--- src/rtl/cmp_pkg.sv ---
// Package: shared result type and constants for the nibble comparator.
// Assumes results are carried as three separate lines {gt, eq, lt}.
package cmp_pkg;

    typedef struct packed {
        logic gt;
        logic eq;
        logic lt;
    } cmp_flags_t;

    localparam cmp_flags_t FLAGS_GT = '{gt: 1'b1, eq: 1'b0, lt: 1'b0};
    localparam cmp_flags_t FLAGS_EQ = '{gt: 1'b0, eq: 1'b1, lt: 1'b0};
    localparam cmp_flags_t FLAGS_LT = '{gt: 1'b0, eq: 1'b0, lt: 1'b1};

endpackage

--- src/rtl/nib_xnor_eq.sv ---
// Module: per-bit match detector. One XNOR per bit position, plus an
// all-bits-match flag. Assumes both operands have the same width.
module nib_xnor_eq #(
    parameter int W = 4
) (
    input  logic [W-1:0] op_a,
    input  logic [W-1:0] op_b,
    output logic [W-1:0] bit_same,
    output logic         all_same
);

    // One match line per bit position.
    for (genvar i = 0; i < W; i++) begin : g_bit
        assign bit_same[i] = ~(op_a[i] ^ op_b[i]);
    end

    // The operands match only when every bit matches.
    assign all_same = &bit_same;

endmodule

--- src/rtl/msb_diff_decider.sv ---
// Module: finds the most significant differing bit and reports whether
// operand A holds the 1 there. Assumes bit W-1 is the most significant.
// The output has no meaning when all bits match.
module msb_diff_decider #(
    parameter int W = 4
) (
    input  logic [W-1:0] op_a,
    input  logic [W-1:0] bit_same,
    output logic         a_wins
);

    logic [W-1:0] above_same;
    logic [W-1:0] win_here;

    // Prefix chain: position i is decisive only if every bit above it matches.
    assign above_same[W-1] = 1'b1;
    for (genvar i = W - 2; i >= 0; i--) begin : g_prefix
        assign above_same[i] = above_same[i+1] & bit_same[i+1];
    end

    // A wins at the first differing position where A holds the 1.
    for (genvar i = 0; i < W; i++) begin : g_win
        assign win_here[i] = above_same[i] & ~bit_same[i] & op_a[i];
    end

    assign a_wins = |win_here;

endmodule

--- src/rtl/casc_merge.sv ---
// Module: chooses between the local compare result and the cascade input.
// When the local operands match, the cascade lines pass through unchanged,
// even if they are not one-hot.
module casc_merge
    import cmp_pkg::*;
(
    input  logic       local_same,
    input  logic       local_a_wins,
    input  cmp_flags_t casc_in,
    output cmp_flags_t res_out
);

    // Selects the cascade on a local match, otherwise the local decision.
    always_comb begin
        if (local_same) begin
            res_out = casc_in;
        end else if (local_a_wins) begin
            res_out = FLAGS_GT;
        end else begin
            res_out = FLAGS_LT;
        end
    end

endmodule

--- src/rtl/mag_cmp_stage.sv ---
// Module: one comparator slice. Does the local nibble compare and
// resolves it against the cascade result from the slice below.
module mag_cmp_stage
    import cmp_pkg::*;
#(
    parameter int W = 4
) (
    input  logic [W-1:0] op_a,
    input  logic [W-1:0] op_b,
    input  cmp_flags_t   casc_in,
    output cmp_flags_t   res_out
);

    logic [W-1:0] bit_same;
    logic         all_same;
    logic         a_wins;

    nib_xnor_eq #(.W(W)) u_eq (
        .op_a    (op_a),
        .op_b    (op_b),
        .bit_same(bit_same),
        .all_same(all_same)
    );

    msb_diff_decider #(.W(W)) u_dec (
        .op_a    (op_a),
        .bit_same(bit_same),
        .a_wins  (a_wins)
    );

    casc_merge u_merge (
        .local_same  (all_same),
        .local_a_wins(a_wins),
        .casc_in     (casc_in),
        .res_out     (res_out)
    );

endmodule

--- src/rtl/mag_cmp_chain.sv ---
// Module: top level. Chains NUM_STAGES slices from the LSB upward. The
// external cascade lines feed slice 0, and the highest slice drives
// the result. Purely combinational.
module mag_cmp_chain
    import cmp_pkg::*;
#(
    parameter int NIB_W      = 4,
    parameter int NUM_STAGES = 2
) (
    input  logic [NIB_W*NUM_STAGES-1:0] a_word,
    input  logic [NIB_W*NUM_STAGES-1:0] b_word,
    input  logic                        casc_gt,
    input  logic                        casc_eq,
    input  logic                        casc_lt,
    output logic                        res_gt,
    output logic                        res_eq,
    output logic                        res_lt
);

    localparam int WORD_W = NIB_W * NUM_STAGES;

    cmp_flags_t link [NUM_STAGES+1];

    // The external cascade enters at the bottom of the chain.
    assign link[0] = '{gt: casc_gt, eq: casc_eq, lt: casc_lt};

    // One slice per nibble; each one passes its result upward.
    for (genvar k = 0; k < NUM_STAGES; k++) begin : g_stage
        mag_cmp_stage #(.W(NIB_W)) u_stage (
            .op_a   (a_word[k*NIB_W +: NIB_W]),
            .op_b   (b_word[k*NIB_W +: NIB_W]),
            .casc_in(link[k]),
            .res_out(link[k+1])
        );
    end

    // The highest slice gives the result for the whole word.
    assign res_gt = link[NUM_STAGES].gt;
    assign res_eq = link[NUM_STAGES].eq;
    assign res_lt = link[NUM_STAGES].lt;

    if (WORD_W < 1) begin : g_bad_width
        initial $error("mag_cmp_chain: word width must be positive");
    end

endmodule

--- config.mk ---
export PLATFORM = sky130hd
export DESIGN_NAME = mag_cmp_chain
export DESIGN_NICKNAME = d
export VERILOG_FILES = /design/src/rtl/cmp_pkg.sv /design/src/rtl/nib_xnor_eq.sv /design/src/rtl/msb_diff_decider.sv /design/src/rtl/casc_merge.sv /design/src/rtl/mag_cmp_stage.sv /design/src/rtl/mag_cmp_chain.sv
export SDC_FILE = /design/constraint.sdc
export NUM_CORES = 1
export LEC_CHECK = 0
export ABC_CLOCK_PERIOD_IN_PS = 3800
export CAP_MARGIN = 20
export CORE_AREA = 2 2 39 41
export DETAILED_ROUTE_END_ITERATION = 16
export DIE_AREA = 0 0 41 43
export PLACE_DENSITY = 0.49
export SETUP_SLACK_MARGIN = 0.4
export SYNTH_ARGS = -nofsm -noshare
export SYNTH_HDL_FRONTEND = slang
export SYNTH_SLANG_ARGS = --single-unit
--- constraint.sdc ---
create_clock -name vclk -period 3.8
set_input_delay 0.38 -clock vclk [all_inputs]
set_output_delay 0.38 -clock vclk [all_outputs]
set_load 0.05 [all_outputs]
==> metrics.md <==
| Metric | Value |
|---|---|
| Outcome | finished clean |
| Total power | 0.0000621 W |
| PostCTS Resize Cnt | 0 |
| P&R area growth vs syn | 102% |
| Max-cap violations | 0 |
| Kind of critical path | in2out |
| Worst slew margin | 66.3% |
| Fin. max-slew vios | 0 |
| Min Tclk post-route | 3.06 ns |
| Max Fclk | ~0.33 GHz |
| Multi-input logic area | approximately 220 um^2 |
| DRT Wirelength | roughly 630 um |
| DR vias | 304 |
| Starting Density | between 10% and 20% |
| Share of layout cells above drive strength 1 | about 1.9% |
| Chip height | around 43 um |
| Final HPWL DP | ~560 um |
| Initial antenna violation count | 0 |
| Worst setup EP type | output pin |
| # diodes | 0 |
| Syn. warnings | 0 |
| Syn nets | between 50 and 60 |
| Power per Cell Area | approximately 130 nW/um^2 |
| Type of origin of the critical path | input pin |
| Final GP Congestion | about 0.64 |
| Initial DRT Pass Iterations | 2 |
| Largest net degree at the start of global routing | 4 |
| FILL cells | 153 |
| Syn Inst Count | 32 |
| # rows | 14 |
| Area leader, netlist | xnor2_1 |
| Post-CTS setup buffers | 0 |
| Port Buf Inserts | 22 |
| Fin. Hold Viols | 0 |
| Crit path to | res_lt |
| Clock Buffer Count | 0 |
| Worst vdd ir | ~0.09 mV |
| First-pass GRT wire length | 883 um |
| Reg area | 0 um^2 |
| Die ar. | about 1800 um^2 |
| Most common cell in the netlist | xnor2_1 |
| Drt drc | 0 |
| Cts hold-fix bufs | 0 |
| Register area share after synthesis | 0% |
| Largest cells by area after synthesis | xnor2_1, ha_1, nand2b_1 |
| Vias in the first global route | ~240 |
| Synthesized area | 235 um^2 |
| Count of final setup violators | 0 |
| Total track usage | between 6 and 7% |
| FFs & Latches | 0 |
| Beginning of the critical path | b_word[7] |
| Die Span X | just over 40 um |
| # IOs | 22 |
| DRT antenna net count | 0 |
| GR Overflow Total | 0 |
| CP Max Fanout | 3 |
| HP Class | in2out |
| Pleak | about 0.19 nW |
| Post-synth top cells | xnor2_1, nand2b_1, inv_1 |
| Routed wire per std cell | about 8.9 um |
| Total Negative Setup Slacks | 0 ns |
| Core Area | about 1400 um^2 |
| Top cell type's share of synthesized area | between 10% and 20% |
| Initial drt markers | 2 |
| Req. time, crit path | between 3 and 4 ns |
| Unrepaired setup endpoints after global routing | no |
| Avg Inst Size Synth | roughly 7.4 um^2 |
| Distinct cells, synth | 20 |
| Tcrit/Tclk final | 80.5% |
| Crit path DAT | about 2.7 ns |
| Slew @ Worst Pin | 0.503 ns |
| # nets final | 77 |
| Average via count per standard cell | roughly 4.3 |
worst max-delay path, cell delays in order:
cell	delay, ns
clkdlybuf4s50_1	0.45
inv_1	0.04
ha_1	0.27
and3_1	0.16
nand3_1	0.13
o41ai_1	0.37
clkdlybuf4s50_1	0.87
layout make-up:
class | count | area share (%)
inverter | 3 | 2.37
tap | 16 | 4.21
timing repair buffer | 22 | 46.3
multi-input combinational | 29 | 47.1
worst min path at each step:
stage / from / to / slack, ns / cells after the start
after CTS: casc_eq / res_eq / 1.94 / 4
after floorplan: casc_eq / res_eq / 0.98 / 2
after detailed placement: casc_eq / res_eq / 1.94 / 4
after global placement: casc_eq / res_eq / 1.94 / 4
final: casc_eq / res_eq / 1.93 / 4
after global routing: casc_eq / res_eq / 2.00 / 4
report_power, final:
| part | internal [W] | switching (W) |
|---|---|---|
| logic | 0.0000353 | 0.0000268 |
| registers | 0 | 0 |
| clock network | 0 | 0 |
| total | 0.0000353 | 0.0000268 |
logic make-up (layout without fill, tap and decap cells):
| family | after synthesis | in the layout | share of synthesized area [%] |
|---|---|---|---|
| AOI/OAI and AO/OA | 5 | 5 | 18.6 |
| xor gates and xnor gates | 5 | 5 | 18.6 |
| adders and majority gates | 3 | 3 | 15.4 |
| buffers and inverters | 3 | 25 | 4.79 |
| and+or+nand+nor | 16 | 16 | 42.6 |
layer usage:
metal	vias to the layer above	routed length [um]	global-route usage, %
li1	161	-	-
met1	126	288	8.86
met2	17	249	11.3
met3	0	88	1.57
met4	0	0	0
met5	-	0	0
through the flow:
| stage | instances | area [um^2] | hold WS (ns) | util, % | setup slack (ns) |
|---|---|---|---|---|---|
| after global routing | 70 | 475 | 2.00 | 34.4 | 0.617 |
| final | 70 | 475 | 1.93 | 34.4 | 0.743 |
| after detailed placement | 70 | 475 | 1.94 | 34.4 | 0.742 |
| after global placement | 70 | 475 | 1.94 | 34.4 | 0.743 |
| after CTS | 70 | 475 | 1.94 | 34.4 | 0.717 |
| after floorplan | 32 | 235 | 0.978 | - | 0.770 |
cell usage in the layout, fill, tap and decap left out, drive strengths merged:
cell type	n
and4	1
o22a	1
nand2	1
nand2b	4
xnor2	5
o41a	1
clkdlybuf4s50	22
ha	2
a21oi	1
and3	1
o41ai	1
nand3	2
and2	1
inv	3
and2b	1
and3b	1
nor2b	2
nor2	1
maj3	1
a221o	1
or2b	1
Power figures use the tool's default switching activity.
